`config.mk`:
```
export PLATFORM = sky130hd
export DESIGN_NAME = tmr_slave_ctl
export DESIGN_NICKNAME = d
export VERILOG_FILES = /design/src/rtl/tsc_pkg.sv /design/src/rtl/tsc_trig_front.sv /design/src/rtl/tsc_prescaler.sv /design/src/rtl/tsc_counter.sv /design/src/rtl/tmr_slave_ctl.sv
export SDC_FILE = /design/constraint.sdc
export NUM_CORES = 1
export LEC_CHECK = 0
export BUFFER_PORTS_ARGS = -buffer_cell sky130_fd_sc_hd__buf_2
export CELL_PAD_IN_SITES_DETAIL_PLACEMENT = 0
export CELL_PAD_IN_SITES_GLOBAL_PLACEMENT = 1
export CORE_UTILIZATION = 50
export CTS_BUF_LIST = sky130_fd_sc_hd__clkbuf_4 sky130_fd_sc_hd__clkbuf_8
export DETAILED_ROUTE_END_ITERATION = 8
export PLACE_DENSITY = 0.95
export SETUP_SLACK_MARGIN = 0.5
export SYNTH_ARGS = -nofsm -noshare
export SYNTH_HDL_FRONTEND = slang
export SYNTH_SLANG_ARGS = --single-unit
```
`constraint.sdc`:
```
create_clock -name clk -period 4.2 [get_ports clk]
set_clock_uncertainty 0.05 [all_clocks]
set_input_delay 0.42 -clock clk [delete_from_list [all_inputs] [get_ports clk]]
set_output_delay 0.42 -clock clk [all_outputs]
set_load 0.05 [all_outputs]
```
`src/rtl/tsc_pkg.sv`:
```
package tsc_pkg;
  localparam int SEL_W  = 3;
  localparam int MODE_W = 3;

  localparam logic [MODE_W-1:0] MODE_FREE  = 3'd0;
  localparam logic [MODE_W-1:0] MODE_CLEAR = 3'd4;
  localparam logic [MODE_W-1:0] MODE_GATE  = 3'd5;
  localparam logic [MODE_W-1:0] MODE_START = 3'd6;
  localparam logic [MODE_W-1:0] MODE_EXTCK = 3'd7;

  typedef struct packed {
    logic              align;
    logic [SEL_W-1:0]  sel;
    logic              rsvd;
    logic [MODE_W-1:0] mode;
  } ctl_t;

  localparam logic [7:0] CTL_MASK = 8'hF7;
endpackage

```
`src/rtl/tsc_trig_front.sv`:
```
module tsc_trig_front #(
  parameter int N_TRIG      = 4,
  parameter int SYNC_STAGES = 2
) (
  input  logic                     clk,
  input  logic                     rst_n,
  input  logic [N_TRIG-1:0]        trig_in,
  input  logic [tsc_pkg::SEL_W-1:0] sel,
  input  logic                     align,
  output logic                     trg_out,
  output logic                     act_rise,
  output logic                     act_level
);
  logic                   mux_bit;
  logic [SYNC_STAGES-1:0] sync_q, sync_d;
  logic                   prev_q;
  logic                   lvl, rise;
  logic                   rise_dq, lvl_dq;

  always_comb begin
    mux_bit = 1'b0;
    for (int i = 0; i < N_TRIG; i++) begin
      if (sel == i[tsc_pkg::SEL_W-1:0]) mux_bit = trig_in[i];
    end
  end

  generate
    if (SYNC_STAGES > 1) begin : g_chain
      assign sync_d = {sync_q[SYNC_STAGES-2:0], mux_bit};
    end else begin : g_single
      assign sync_d = mux_bit;
    end
  endgenerate

  assign lvl  = sync_q[SYNC_STAGES-1];
  assign rise = lvl & ~prev_q;

  always_ff @(posedge clk or negedge rst_n) begin
    if (!rst_n) begin
      sync_q  <= '0;
      prev_q  <= 1'b0;
      rise_dq <= 1'b0;
      lvl_dq  <= 1'b0;
    end else begin
      sync_q  <= sync_d;
      prev_q  <= lvl;
      rise_dq <= rise;
      lvl_dq  <= lvl;
    end
  end

  assign trg_out   = rise;
  assign act_rise  = align ? rise_dq : rise;
  assign act_level = align ? lvl_dq  : lvl;
endmodule

```
`src/rtl/tsc_prescaler.sv`:
```
module tsc_prescaler #(
  parameter int PSC_W = 16
) (
  input  logic             clk,
  input  logic             rst_n,
  input  logic             tick,
  input  logic             clr,
  input  logic             load,
  input  logic [PSC_W-1:0] psc_pre,
  output logic             step
);
  localparam logic [PSC_W-1:0] P_ONE = 1;

  logic [PSC_W-1:0] phase_q, phase_d;
  logic [PSC_W-1:0] div_q, div_d;

  always_comb begin
    phase_d = phase_q;
    step    = 1'b0;
    if (clr) begin
      phase_d = '0;
    end else if (tick) begin
      if (phase_q >= div_q) begin
        phase_d = '0;
        step    = 1'b1;
      end else begin
        phase_d = phase_q + P_ONE;
      end
    end
    div_d = load ? psc_pre : div_q;
  end

  always_ff @(posedge clk or negedge rst_n) begin
    if (!rst_n) begin
      phase_q <= '0;
      div_q   <= '0;
    end else begin
      phase_q <= phase_d;
      div_q   <= div_d;
    end
  end

  assert_phase_bound_R3: assert property (@(posedge clk) disable iff (!rst_n)
    phase_q <= div_q)
    else $error("prescaler phase above active divider");
endmodule

```
`src/rtl/tsc_counter.sv`:
```
module tsc_counter #(
  parameter int CNT_W = 16
) (
  input  logic             clk,
  input  logic             rst_n,
  input  logic             step,
  input  logic             clr,
  input  logic [CNT_W-1:0] limit,
  output logic [CNT_W-1:0] cnt_q,
  output logic             upd_now,
  output logic             upd_evt
);
  localparam logic [CNT_W-1:0] C_ONE = 1;

  logic [CNT_W-1:0] cnt_d;
  logic             wrap;

  always_comb begin
    wrap    = step && (cnt_q >= limit);
    upd_now = clr | wrap;
    if (clr)       cnt_d = '0;
    else if (wrap) cnt_d = '0;
    else if (step) cnt_d = cnt_q + C_ONE;
    else           cnt_d = cnt_q;
  end

  always_ff @(posedge clk or negedge rst_n) begin
    if (!rst_n) begin
      cnt_q   <= '0;
      upd_evt <= 1'b0;
    end else begin
      cnt_q   <= cnt_d;
      upd_evt <= upd_now;
    end
  end

  assert_upd_at_zero_R2: assert property (@(posedge clk) disable iff (!rst_n)
    upd_evt |-> (cnt_q == '0))
    else $error("update pulse with nonzero count");
endmodule

```
`src/rtl/tmr_slave_ctl.sv`:
```
module tmr_slave_ctl #(
  parameter int N_TRIG      = 4,
  parameter int CNT_W       = 16,
  parameter int PSC_W       = 16,
  parameter int SYNC_STAGES = 2
) (
  input  logic              clk,
  input  logic              rst_n,
  input  logic              cfg_we,
  input  logic [7:0]        cfg_wdata,
  input  logic              en_we,
  input  logic              en_wdata,
  input  logic              psc_we,
  input  logic [PSC_W-1:0]  psc_wdata,
  input  logic              arr_we,
  input  logic [CNT_W-1:0]  arr_wdata,
  input  logic [N_TRIG-1:0] trig_in,
  output logic [7:0]        cfg_q,
  output logic              cnt_en_q,
  output logic [CNT_W-1:0]  cnt_q,
  output logic              upd_evt,
  output logic              trg_out
);
  import tsc_pkg::*;

  ctl_t             ctl_q, ctl_d;
  logic             en_d;
  logic [PSC_W-1:0] psc_pre_q, psc_pre_d;
  logic [CNT_W-1:0] arr_q, arr_d;
  logic             act_rise, act_level;
  logic             tick, clr_trig, step, upd_now;

  tsc_trig_front #(.N_TRIG(N_TRIG), .SYNC_STAGES(SYNC_STAGES)) u_front (
    .clk(clk), .rst_n(rst_n), .trig_in(trig_in), .sel(ctl_q.sel),
    .align(ctl_q.align), .trg_out(trg_out), .act_rise(act_rise),
    .act_level(act_level)
  );

  always_comb begin
    clr_trig = (ctl_q.mode == MODE_CLEAR) && act_rise;
    case (ctl_q.mode)
      MODE_GATE:  tick = cnt_en_q & act_level;
      MODE_EXTCK: tick = cnt_en_q & act_rise;
      default:    tick = cnt_en_q;
    endcase
  end

  always_comb begin
    ctl_d     = cfg_we ? ctl_t'(cfg_wdata & CTL_MASK) : ctl_q;
    psc_pre_d = psc_we ? psc_wdata : psc_pre_q;
    arr_d     = arr_we ? arr_wdata : arr_q;
    if ((ctl_q.mode == MODE_START) && act_rise) en_d = 1'b1;
    else if (en_we)                             en_d = en_wdata;
    else                                        en_d = cnt_en_q;
  end

  always_ff @(posedge clk or negedge rst_n) begin
    if (!rst_n) begin
      ctl_q     <= '0;
      cnt_en_q  <= 1'b0;
      psc_pre_q <= '0;
      arr_q     <= '0;
    end else begin
      ctl_q     <= ctl_d;
      cnt_en_q  <= en_d;
      psc_pre_q <= psc_pre_d;
      arr_q     <= arr_d;
    end
  end

  tsc_prescaler #(.PSC_W(PSC_W)) u_psc (
    .clk(clk), .rst_n(rst_n), .tick(tick), .clr(clr_trig), .load(upd_now),
    .psc_pre(psc_pre_q), .step(step)
  );

  tsc_counter #(.CNT_W(CNT_W)) u_cnt (
    .clk(clk), .rst_n(rst_n), .step(step), .clr(clr_trig), .limit(arr_q),
    .cnt_q(cnt_q), .upd_now(upd_now), .upd_evt(upd_evt)
  );

  assign cfg_q = ctl_q;

  assert_hold_disabled_R11: assert property (@(posedge clk) disable iff (!rst_n)
    (!cnt_en_q && !clr_trig) |=> $stable(cnt_q))
    else $error("count moved while enable low");

  assert_gate_low_hold_R6: assert property (@(posedge clk) disable iff (!rst_n)
    ((ctl_q.mode == MODE_GATE) && !act_level) |=> $stable(cnt_q))
    else $error("count moved while gate low");

  assert_start_sets_en_R7: assert property (@(posedge clk) disable iff (!rst_n)
    ((ctl_q.mode == MODE_START) && act_rise) |=> cnt_en_q)
    else $error("start edge did not set enable");
endmodule

```
==> impl_metrics.json <==
{
  "grtUsageMet1_pct": 27.29,
  "final_common_cell": "dfrtp_1",
  "final_cell_mix": "93 x dfrtp_1, 74 x buf_2, 43 x inv_1, 42 x mux2_2",
  "placedCellCount": 645,
  "syn_to_final_growth_pct": 13.43,
  "nets": 612,
  "diodes": 0,
  "crit_arrival_ns": 2.99,
  "synthTopCellsByArea": "dfrtp_1 47%, mux2_2 9.6%, ha_1 8.7%",
  "drv_cap": 0,
  "peakVddDrop_uv": 219.7,
  "status": "completed",
  "grtUsageTotal_pct": 20.86,
  "postSynthAreaPerCell_um2": 10.77,
  "rows": 35,
  "fmax_mhz": 357.0,
  "power.share.clock_pct": 23.9,
  "setup_tns_ns": 0,
  "place_congestion": 0.7937,
  "p_comb_share_pct": 32.4,
  "synth_edf_count": 0,
  "hold-worst-slack_ns": 0.1064,
  "grt_remaining_overflow": 0,
  "drive_gt1_share_pct": 29.32,
  "timing.final.max_slew_violations": 0,
  "dr.pass1.iters": 4,
  "async_reset_ff_share_pct": 100.0,
  "slew_headroom_pct": 45.34,
  "avgRoutedWirePerCell_um": 14.72,
  "dpl.hpwl_um": 7089,
  "grt_pass1_vias": 3557,
  "drc": 0,
  "synth_top_cell_area_share_pct": 47.39,
  "h-tree-depth": 3,
  "grt_util_met2_pct": 34.75,
  "hold_violations": 0,
  "dpl-instance-area_um2": 5373,
  "synth_area_leader_cell": "dfrtp_1",
  "cts_tree": "done",
  "die-area_um2": 10220,
  "fp.dieH_um": 101.1,
  "clkSinkCount": 93,
  "slowest_delay_ns": 0.46,
  "p_leak_uw": 0.002651,
  "final_area_um2": 5570,
  "worstSetupPathType": "register to register",
  "cts_root_buffer": "clkbuf_8",
  "drtIter0Drc": 177,
  "switching_power_uw": 944.0,
  "post-cts-setup-buffers": 0,
  "grt_pass1_wl_um": 16510,
  "switching_share_pct": 37.44,
  "drt-total-wl_um": 9732,
  "startpoint_type": "register",
  "vias": 3654,
  "syn-instance-count": 456,
  "die_x_um": 101.1,
  "worst_setup_path_end_kind": "register",
  "path_clk_slew_ns": 0.10,
  "period_minus_slack_ns": 2.801,
  "worst_pin_slew_ns": 0.8199,
  "p_seq_share_pct": 43.7,
  "netlist_area_um2": 4911,
  "final_antenna_net_count": 0,
  "worstPathCellList": "ha_1 -> nor2b_1 -> o211a_1 -> o31ai_2 -> nand4_2 -> nand3_4 -> mux2_2",
  "cp.required_ns": 4.39,
  "postCtsHoldBufs": 0,
  "critPathMaxFanout": 17,
  "antenna_found_initial": 0,
  "setup_viol": 0,
  "p_per_area_nw_per_um2": 452.7,
  "grt-busiest-layer": "met2",
  "fillers": 807,
  "holdCritPathClass": "input pin to asynchronous set/reset pin",
  "stdcell_count": 661,
  "fin_ws_ns": 1.399,
  "synth_cell_type_count": 52,
  "core_um2": 9371,
  "met3_usage_pct": 3.883,
  "cts_buffers": 9,
  "clkLatencyLatePin_ns": 0.36,
  "ctsResizeCount": 0,
  "p_int_uw": 1577,
  "ys_ff_latch": 93,
  "yosysWarnings": 0,
  "io_pins": 78,
  "rsz0062_at_grt": "false",
  "start_util_pct": 52.40,
  "dp_slack_ns": 1.397,
  "ys_seq_area_share_pct": 47.39,
  "io_buffers": 75,
  "vias_per_cell": 5.528,
  "cp_slowest_cell": "nand4_2",
  "synth-main-ff-cell": "dfrtp_1",
  "min_period_over_period_pct": 66.69,
  "clk_path_buf_depth": 2,
  "synth.net_count": 541,
  "grt_start_max_net_pins": 67
}
[path summary, 6_finish.rpt]
kind                                   startpoint                 to  slack [ns]  cells past startpoint
worst max register to register   u_psc.phase_q[1]     u_psc.div_q[6]        1.40                      7
min in group clk                    arr_wdata[15]          arr_q[15]        0.21                      3
worst min register to register  u_front.sync_q[0]  u_front.sync_q[1]        0.31                      0
worst max-delay path             u_psc.phase_q[1]     u_psc.div_q[6]        1.40                      7
worst min-delay path                        rst_n      psc_pre_q[15]        0.11                      1
max in group asynchronous                   rst_n           cfg_q[1]        3.12                      2
[cells in the mapped netlist (all sizes together) (2+ instances only)]
library cell and n:
nor2 25, xnor2 2, nand4 10, clkbuf 6, dfrtp 93, a31oi 3
and2 2, a22o 16, o31ai 2, nand2 34, nand2b 2, nand3 15
o211a 3, a211o 2, nor4 3, nor2b 7, and3 7, a221o 3
a21o 2, a211oi 6, o21ai 29, buf 10, ha 34, and4 3
mux2i 2, or4 4, nor3 11, inv 43, o2bb2ai 4, mux2 42
o211ai 8, a21oi 14
[registers in the layout, summed over array words and instances (netlist names)]
signal,cells
arr_q,16
cfg_q,7
cnt_en_q,1
psc_pre_q,16
u_cnt.cnt_q,16
u_cnt.upd_evt,1
u_front.prev_q,1
u_front.rise_dq,1
u_front.sync_q,2
u_psc.div_q,16
u_psc.phase_q,16
[metrics by stage]
stage	utilization, %	total power (uW)
after floorplan	-	1732
after global placement	57.33	1898
after detailed placement	57.33	1937
after CTS	59.44	2543
after global routing	59.44	2670
final	59.44	2521
[layer usage]
layer | up-vias | wire, um
met5 | - | 0
met2 | 78 | 4839
met4 | 0 | 129
met3 | 12 | 355
met1 | 1782 | 4407
li1 | 1782 | -
[worst max-delay path, delay by kind of cell (launching register included)]
| family | cells | cell delay (ns) |
|---|---|---|
| AO/OA/AOI/OAI | 2 | 0.50 |
| adder cells (fa/ha/maj) | 1 | 0.31 |
| flip-flops | 1 | 0.42 |
| multiplexers | 1 | 0.38 |
| AND/OR/NAND/NOR | 3 | 1.03 |
[final cells by class]
| type | instances | area (um2) | area share (%) |
|---|---|---|---|
| clock buffer | 9 | 123.9 | 2.224 |
| clock inverter | 7 | 73.82 | 1.325 |
| inverter | 43 | 161.4 | 2.898 |
| multi-input combinational | 304 | 2337 | 41.96 |
| sequential | 93 | 2327 | 41.78 |
| tap | 129 | 161.4 | 2.898 |
| timing repair buffer | 76 | 385.4 | 6.918 |
[power groups by stage]
stage | registers (uW) | logic (uW) | clock network [uW]
CTS | 1100 | 825 | 616
detailed placement | 1120 | 816 | 0
finish | 1100 | 817 | 603
global route | 1120 | 898 | 654
global placement | 1120 | 782 | 0
floorplan | 1200 | 530 | 0
[kinds of logic (layout without fill, tap and decap cells)]
kind of cell | Yosys count | count (layout) | synth area share (%)
flops | 93 | 93 | 47.39
buf+inv | 59 | 135 | 5.019
fa+ha+maj | 34 | 34 | 8.662
xor+xnor | 2 | 2 | 0.3568
mux | 45 | 45 | 10.50
other cells | 1 | 1 | 0.07636
compound gates | 95 | 95 | 14.01
simple gates | 127 | 127 | 13.99
Power figures use the tool's default switching activity.
